<file path="src/rtl/dreq_pkg.sv">
`timescale 1ns/1ps
package dreq_pkg;

    localparam int unsigned CHAN_FIELD_W = 5;
    localparam int unsigned MAP_VALID_BIT = 7;
    localparam int unsigned LOW_WINDOW_LINES = 64;
    localparam logic [15:0] MAP_LOW_BASE = 16'h0100;
    localparam logic [15:0] MAP_HIGH_BASE = 16'h1100;
    localparam logic [15:0] IRQ_SUMMARY_ADDR = 16'h00F0;
    localparam int unsigned NUM_LEVELS = 4;

    typedef struct packed {
        logic                    valid;
        logic [CHAN_FIELD_W-1:0] chan;
    } map_entry_t;

    typedef enum logic [0:0] {
        ARB_IDLE = 1'b0,
        ARB_OWN  = 1'b1
    } arb_state_e;

    function automatic logic [15:0] map_addr(input int line);
        if (line < int'(LOW_WINDOW_LINES))
            return MAP_LOW_BASE + 16'(4 * line);
        else
            return MAP_HIGH_BASE + 16'(4 * (line - int'(LOW_WINDOW_LINES)));
    endfunction

    function automatic logic [1:0] prio_level(input int chan);
        return 2'((chan % 16) / 4);
    endfunction

endpackage

</file>
<file path="src/rtl/dreq_map_regs.sv">
`timescale 1ns/1ps
module dreq_map_regs
    import dreq_pkg::*;
#(
    parameter int unsigned NUM_REQ = 72,
    parameter int unsigned NUM_CH  = 32,
    parameter int unsigned REG_AW  = 16,
    parameter int unsigned REG_DW  = 32
) (
    input  logic                          clk,
    input  logic                          rst_n,
    input  logic                          reg_wen,
    input  logic [REG_AW-1:0]             reg_addr,
    input  logic [REG_DW-1:0]             reg_wdata,
    output logic [REG_DW-1:0]             reg_rdata,
    input  logic [NUM_CH-1:0]             ch_irq,
    output map_entry_t [NUM_REQ-1:0]      map_q
);

    logic [NUM_REQ-1:0] line_sel;
    logic               sum_sel;
    logic               unused_wbits;

    assign unused_wbits = ^{reg_wdata[REG_DW-1:MAP_VALID_BIT+1],
                            reg_wdata[MAP_VALID_BIT-1:CHAN_FIELD_W]};

    assign sum_sel = (reg_addr == REG_AW'(IRQ_SUMMARY_ADDR));

    always_comb begin
        for (int i = 0; i < int'(NUM_REQ); i++) begin
            line_sel[i] = (reg_addr == REG_AW'(map_addr(i)));
        end
    end

    always_ff @(posedge clk or negedge rst_n) begin
        if (!rst_n) begin
            map_q <= '0;
        end else if (reg_wen) begin
            for (int i = 0; i < int'(NUM_REQ); i++) begin
                if (line_sel[i]) begin
                    map_q[i].valid <= reg_wdata[MAP_VALID_BIT];
                    map_q[i].chan  <= reg_wdata[CHAN_FIELD_W-1:0];
                end
            end
        end
    end

    always_comb begin
        reg_rdata = '0;
        if (sum_sel) begin
            reg_rdata[NUM_CH-1:0] = ch_irq;
        end
        for (int i = 0; i < int'(NUM_REQ); i++) begin
            if (line_sel[i]) begin
                reg_rdata[MAP_VALID_BIT]    = map_q[i].valid;
                reg_rdata[CHAN_FIELD_W-1:0] = map_q[i].chan;
            end
        end
    end

endmodule

</file>
<file path="src/rtl/dreq_router.sv">
`timescale 1ns/1ps
module dreq_router
    import dreq_pkg::*;
#(
    parameter int unsigned NUM_REQ = 72,
    parameter int unsigned NUM_CH  = 32
) (
    input  map_entry_t [NUM_REQ-1:0] map_q,
    input  logic [NUM_REQ-1:0]       periph_req,
    output logic [NUM_CH-1:0]        ch_req
);

    always_comb begin
        ch_req = '0;
        for (int c = 0; c < int'(NUM_CH); c++) begin
            for (int l = 0; l < int'(NUM_REQ); l++) begin
                if (periph_req[l] && map_q[l].valid &&
                    (int'(map_q[l].chan) == c)) begin
                    ch_req[c] = 1'b1;
                end
            end
        end
    end

endmodule

</file>
<file path="src/rtl/dreq_chan_arb.sv">
`timescale 1ns/1ps
module dreq_chan_arb
    import dreq_pkg::*;
#(
    parameter int unsigned NUM_CH = 32
) (
    input  logic              clk,
    input  logic              rst_n,
    input  logic [NUM_CH-1:0] ch_want,
    input  logic [NUM_CH-1:0] ch_done,
    output logic [NUM_CH-1:0] grant
);

    localparam int unsigned CW = $clog2(NUM_CH);

    arb_state_e                     state_q, state_d;
    logic [CW-1:0]                  owner_q;
    logic [NUM_LEVELS-1:0][CW-1:0]  last_q;

    logic          found;
    logic [CW-1:0] pick_ch;
    logic [1:0]    pick_lvl;

    always_comb begin
        int c;
        found    = 1'b0;
        pick_ch  = '0;
        pick_lvl = '0;
        for (int lv = 0; lv < int'(NUM_LEVELS); lv++) begin
            for (int off = 1; off <= int'(NUM_CH); off++) begin
                c = int'(last_q[lv]) + off;
                if (c >= int'(NUM_CH)) c = c - int'(NUM_CH);
                if (!found && ch_want[c] && (int'(prio_level(c)) == lv)) begin
                    found    = 1'b1;
                    pick_ch  = c[CW-1:0];
                    pick_lvl = 2'(lv);
                end
            end
        end
    end

    always_comb begin
        state_d = state_q;
        unique case (state_q)
            ARB_IDLE: if (found)            state_d = ARB_OWN;
            ARB_OWN:  if (ch_done[owner_q]) state_d = ARB_IDLE;
            default:                        state_d = ARB_IDLE;
        endcase
    end

    always_ff @(posedge clk or negedge rst_n) begin
        if (!rst_n) begin
            state_q <= ARB_IDLE;
            owner_q <= '0;
            last_q  <= {NUM_LEVELS{CW'(NUM_CH - 1)}};
        end else begin
            state_q <= state_d;
            if (state_q == ARB_IDLE && found) begin
                owner_q          <= pick_ch;
                last_q[pick_lvl] <= pick_ch;
            end
        end
    end

    always_comb begin
        grant = '0;
        unique case (state_q)
            ARB_IDLE: grant = '0;
            ARB_OWN:  grant[owner_q] = 1'b1;
            default:  grant = '0;
        endcase
    end

endmodule

</file>
<file path="src/rtl/dreq_route_arb.sv">
`timescale 1ns/1ps
module dreq_route_arb
    import dreq_pkg::*;
#(
    parameter int unsigned NUM_REQ = 72,
    parameter int unsigned NUM_CH  = 32,
    parameter int unsigned REG_AW  = 16,
    parameter int unsigned REG_DW  = 32
) (
    input  logic              clk,
    input  logic              rst_n,
    input  logic              reg_wen,
    input  logic [REG_AW-1:0] reg_addr,
    input  logic [REG_DW-1:0] reg_wdata,
    output logic [REG_DW-1:0] reg_rdata,
    input  logic [NUM_CH-1:0] ch_irq,
    input  logic [NUM_REQ-1:0] periph_req,
    output logic [NUM_CH-1:0] ch_req,
    input  logic [NUM_CH-1:0] ch_want,
    input  logic [NUM_CH-1:0] ch_done,
    output logic [NUM_CH-1:0] grant
);

    map_entry_t [NUM_REQ-1:0] map_q;

    dreq_map_regs #(
        .NUM_REQ(NUM_REQ), .NUM_CH(NUM_CH), .REG_AW(REG_AW), .REG_DW(REG_DW)
    ) regs_i (
        .clk(clk), .rst_n(rst_n), .reg_wen(reg_wen), .reg_addr(reg_addr),
        .reg_wdata(reg_wdata), .reg_rdata(reg_rdata), .ch_irq(ch_irq),
        .map_q(map_q)
    );

    dreq_router #(
        .NUM_REQ(NUM_REQ), .NUM_CH(NUM_CH)
    ) route_i (
        .map_q(map_q), .periph_req(periph_req), .ch_req(ch_req)
    );

    dreq_chan_arb #(
        .NUM_CH(NUM_CH)
    ) arb_i (
        .clk(clk), .rst_n(rst_n), .ch_want(ch_want), .ch_done(ch_done),
        .grant(grant)
    );

endmodule

</file>
<file path="config.mk">
export PLATFORM = sky130hd
export DESIGN_NAME = dreq_route_arb
export DESIGN_NICKNAME = d
export VERILOG_FILES = /design/src/rtl/dreq_pkg.sv /design/src/rtl/dreq_map_regs.sv /design/src/rtl/dreq_router.sv /design/src/rtl/dreq_chan_arb.sv /design/src/rtl/dreq_route_arb.sv
export SDC_FILE = /design/constraint.sdc
export NUM_CORES = 2
export LEC_CHECK = 0
export ABC_AREA = 1
export BUFFER_PORTS_ARGS = -buffer_cell sky130_fd_sc_hd__buf_2
export CELL_PAD_IN_SITES_DETAIL_PLACEMENT = 0
export CELL_PAD_IN_SITES_GLOBAL_PLACEMENT = 2
export CORE_MARGIN = 5
export CORE_UTILIZATION = 31
export CTS_BUF_LIST = sky130_fd_sc_hd__clkbuf_16
export CTS_CLUSTER_DIAMETER = 30
export DETAILED_ROUTE_END_ITERATION = 6
export PLACE_DENSITY = 0.86
export SLEW_MARGIN = 20
export SYNTH_ARGS = -nofsm -noshare
export SYNTH_HDL_FRONTEND = slang
export SYNTH_SLANG_ARGS = --single-unit
</file>
<file path="constraint.sdc">
create_clock -name clk -period 30.9 [get_ports clk]
set_input_delay 6.18 -clock clk [delete_from_list [all_inputs] [get_ports clk]]
set_output_delay 6.18 -clock clk [all_outputs]
set_load 0.1 [all_outputs]
</file>
* Word-level counts from Yosys, hierarchy flattened *
Index checks and enable logic that the tools add are counted.

cells by class
  add/subtract/negate cells = 384
  $lt $le $gt $ge = 260
  equal/unequal tests = 2,401
  multiplexer cells = 3,324
  bitwise gates (word level) = 257
  reductions and logical operators = 3,193

operators with widths
  cell                                                   count
  == test 5 bit (second input constant)                  1,152
  two-way mux 32 bit                                     129
  >= comparator 32 x 7 -> 1 bit (second input constant)  128
  < comparator 32 x 7 -> 1 bit (second input constant)   128
  subtractor 32 x 7 -> 32 bit (second input constant)    128
  == test 5 x 4 -> 1 bit (second input constant)         576
  two-way mux 1 bit                                      2,796
  logical AND 1 bit                                      2,634
  == test 5 x 3 -> 1 bit (second input constant)         288
  == test 16 x 9 -> 1 bit (second input constant)        64
  two-way mux 5 bit                                      201
  == test 5 x 2 -> 1 bit (second input constant)         144
  binary-select mux 1 bit (select 5 bit)                 129
  OR reduction 4 bit                                     128
  adder 5 x 5 -> 6 bit (second input constant)           64
  == test 5 x 1 -> 1 bit (second input constant)         72
  logical NOT 5 bit                                      72
  adder 2 x 1 -> 2 bit                                   128
  bitwise AND 1 bit                                      256
  OR reduction 2 bit                                     128
  adder 5 x 4 -> 6 bit (second input constant)           32
  AND reduction 2 bit                                    72
  == test 16 x 13 -> 1 bit (second input constant)       8
  == test 2 bit (second input constant)                  64
  19 further kinds                                       298

word-level totals
  register bits after elaboration = 458
  input port bits = 219
  output and inout bits = 96
  word-level logic and storage cells = 9,969

* Depth between registers and ports, before layout *
  depth after elaboration = 523
  gate-level depth with buffers = 99
  depth with buffers taken out = 95

* Cells and area by module *
Synthesis repeated with hierarchy kept, for this count alone.

second synthesis, totals
  cell total of the unflattened synthesis = 13,940
  area total of the unflattened synthesis = 70,759.1 µm²

by module, submodules not included
  module         instances  cells each  area an instance (µm²)  sequential area each (µm²)
  dreq_router    1          6,868       27,442.6                0.0
  dreq_chan_arb  1          4,217       22,082.4                675.6
  dreq_map_regs  1          2,855       21,234.1                10,810.4

* Least setup slack after synthesis *
No wires, ideal clock.

  kind = input-to-output
  from = input reg_addr[15]
  to = output reg_rdata[4]
  data arrival time = 12,738 ps
  data required time = 24,720 ps
  slack = 11,982 ps
  stages = 79
  cells stage by stage = nor2_1 nand2_1 nor2_1 inv_1 nor3_1 inv_1 o221ai_1 o21ai_0 nand2_1 o21ai_0 a21oi_1 o221ai_1 o211ai_1 o21ai_0 a21oi_1 o221ai_1 o211ai_1 o211ai_1 [43 not listed] nand2_1 nand2_1 nand2_1 nand2_1 nand2_1 nand2_1 nand2_1 nand3_1 nand2_1 nand2_1 nand2_1 nand2_1 nand2_1 nand2_1 nand2_1 nand2_1 nand2_1 nand2_1

between the ends
  longest elaborated chain between the ends = 74

RTL lines
  what                              line                  text
  start: declaration                dreq_route_arb.sv:13  input logic [REG_AW-1:0] reg_addr,
  == test 16 x 8 -> 1 bit           dreq_map_regs.sv:27   assign sum_sel = (reg_addr == REG_AW'(IRQ_SUMMARY_ADDR));
  two-way mux 32 bit                dreq_map_regs.sv:50   if (sum_sel) begin
  two-way mux 5 bit (71 in series)  dreq_map_regs.sv:54   if (line_sel[i]) begin
  two-way mux 5 bit *               dreq_map_regs.sv:54
  end: declaration                  dreq_route_arb.sv:15  output logic [REG_DW-1:0] reg_rdata,

Mark *: on every way between the ends. The rest lies on a longest branch, timed or not.

* Worst setup path in the final report *
  from = input reg_addr[13]
  to = output reg_rdata[7]

between the ends
  longest elaborated chain between the ends = 74

RTL lines
  what                              line
  == test 16 x 8 -> 1 bit           dreq_map_regs.sv:27
  two-way mux 32 bit                dreq_map_regs.sv:50
  two-way mux 1 bit (71 in series)  dreq_map_regs.sv:54
  two-way mux 1 bit *               dreq_map_regs.sv:54

Marked as above.

==> qor.txt <==
failing checks = design-rule violations
post_cts resized = 0
post-DP HPWL = 404000 microns
switching share of power = 0.532
multi-input logic area = 46800 sq um
GRT overflow = 0
Inst Count DP = 14900
Rel. slew slack = 0.172
Starting Density = 0.311
I/O pins = 315
Crit Path Class = in -> out
count of pins over their slew limit = 0
Critical Path End Type = output port
Worst-path clk slew = 0.05 ns
Clock Root Buffer = clkbuf_16
Final Skew = 0.0165 ns
cell internal pwr = 2030 uW
post-route setup slack = 7.23 ns
Hold Buf Count CTS = 0
TritonRoute pass-1 iters = 6
wire per inst = 31.5 microns
hold_ws = 0.499 ns
clock power share = 0.268
max incr delay on CP = 0.71 ns
vias in the first global route = 81100
sum of buffers and inverters on the critical path = 4
ys async rst share = 1.00
Most common cell on crit path = nand2_1
CTS buffer count = 106
HP Class = reg -> reg
final hold violation count = 0
area grow syn2layout = 13.8%
first-pass GRT wire length = 647000 microns
layout cells sized above 1 = 0.0777
number of library cell types mapped by synthesis = 77
worst-path maximum fanout = 12
syn_area_per_cell = 5.52 sq um
CTS tree = built
Die Y = 471 microns
I/O Buffers = 288
Netlist Area Pre-Place = 65800 sq um
Die W = 471 microns
largest net degree at the start of global routing = 84
grt peak-use layer = met2
Worst setup SP type = primary input
via density per instance = 5.84
actual slew at the worst max-slew pin = 1.24 ns
Post-synth EDFFs = 0
Ys Warns = 0
CP top delay family = compound AO/OA/AOI/OAI gates
Logic pwr share = 0.583
fillers = 24100
Area contributors post-synth = nand2_1 18%, dfrtp_1 17%, nor2_1 12%
post-CTS setup buffer count = 0
leakage = 0.0329 uW
Final period util = 0.766
Final ANT Viol Nets = 0
Max Cap Viol = 0
final WL = 477000 microns
Post-Syn Instances = 11900
Period minus WS final = 23.67 ns
routability cong. = 1.18
dpl ws = 7.60 ns
Top FF cell, synth = dfrtp_1
CP required = 24.72 ns
RSZ-0062 raised after global routing = no
global-route usage over all layers = 0.408
status = complete, but fails checks
met2 Use GR = 0.638
initial drt markers = 11800
initial antenna violation count = 41
overall power = 4340 uW
Clock Path Buffers = 3
# nets final = 12500
die area = 222000 sq um
register area = 11500 sq um
DR vias = 88300
setup TNS = 0 ns
Clk Latency, worst-skew pair = 0.75 ns
FF+latch count, synth = 458
P_sw = 2310 uW
area leader, netlist = nand2_1
post-synthesis sequential area ratio = 0.174
Slowest cell on crit path = nor2_1
Synth top area share = 0.185
M1 GR Usage = 0.513
Crit path arrival time = 17.49 ns
Peak VDD IR = 0.0871 mV
htree depth = 3
Remaining DRCs = 5
# clock sinks = 458
Core Area = 212000 sq um
Post-Layout Cell Count = 15100
pwr/cell area = 57.9 nW/um^2
most frequent cells after synthesis = 3243 x nand2_1, 2156 x nor2_1, 1570 x inv_1, 928 x o21ai_0, 688 x nand3_1
sequential share of power = 0.149
Peak Freq = 42.2 MHz
num rows = 169
top-count cell post-synth = nand2_1
routing usage on met3 = 0.0768
Final Setup Violations = 0
==> state kept, by name (all words and copies together), names as in the netlist <==
register / count
arb_i.last_q: 20
regs_i.map_q: 432
arb_i.state_q: 1
arb_i.owner_q: 5
==> placed cells by master (no fill, tap or decap), drive strengths merged, types with 49 or more instances in the layout <==
master,instances
o22ai,73
o221ai,56
ha,144
a21oi,325
nand3,698
nor4,116
clkinv,62
a211oi,49
nor2,2189
conb,75
dfrtp,438
clkbuf,108
o211ai,150
nand2,3257
nand4,329
inv,1618
mux2i,145
o2111ai,117
nor3,272
a221oi,98
buf,530
xor2,57
a2111oi,65
or2,50
o21ai,940
==> worst register-to-register path, delay by kind of cell, from the launching register on <==
family                   cells  cell delay, ns
adder cells (fa/ha/maj)      1            0.61
flip-flops                   1            0.39
AND/OR/NAND/NOR             70           12.13
buffers and inverters        3            1.24
AO/OA/AOI/OAI                6            1.12
==> final timing paths <==
check	cells past startpoint	end	startpoint	slack [ns]
setup / recovery	61	reg_rdata[7]	reg_addr[13]	7.23
hold / removal	2	arb_i.last_q[6]	arb_i.last_q[6]	0.50
setup reg to reg	80	arb_i.owner_q[4]	arb_i.last_q[0]	15.28
hold reg to reg	2	arb_i.last_q[6]	arb_i.last_q[6]	0.50
max in group asynchronous	4	regs_i.map_q[410]	rst_n	22.44
min in group asynchronous	1	regs_i.map_q[173]	rst_n	5.40
==> through the flow <==
step	util	cell area, sq um
global route	0.354	74900
CTS	0.354	74800
detailed placement	0.336	71100
floorplan	-	66100
global placement	0.336	71100
finish	0.354	74900
==> power by group through the flow <==
stage	clock network (uW)	registers, uW	logic (uW)
2_1_floorplan	0	634	1590
3_3_place_gp	0	658	2450
3_5_place_dp	0	658	2460
4_1_cts	1180	649	2470
5_1_grt	1210	650	2720
6_report	1160	649	2530
==> cell type report <==
class,count,share of cell area
clock inverters,93,0.0136
repair buffers,531,0.0437
diodes,25,0.000835
inverters,1617,0.0813
flip-flops and latches,458,0.153
clock buffers,107,0.0357
multi-input cells,9470,0.624
well taps,2821,0.0471
==> logic make-up (layout without fill, tap and decap cells) <==
logic type / count (synthesis) / count (layout) / synth area share
and+or+nand+nor: 6957 / 6957 / 0.447
AOI/OAI and AO/OA: 2071 / 2071 / 0.197
buffers and inverters: 2066 / 2348 / 0.122
DFF: 458 / 458 / 0.174
muxes: 145 / 145 / 0.0220
adders and majority gates: 144 / 144 / 0.0274
xor gates and xnor gates: 78 / 78 / 0.0108
other: 1 / 100 / 0.0000570
==> per-layer routing <==
layer,part of all wire,vias to the layer above,routed length [microns]
met4,0.080,24,38000
met5,0.00030,-,143
met2,0.44,4986,208000
met1,0.40,42200,192000
li1,-,40000,-
met3,0.083,1040,39400
No activity file was read; power rests on OpenSTA's default activity.
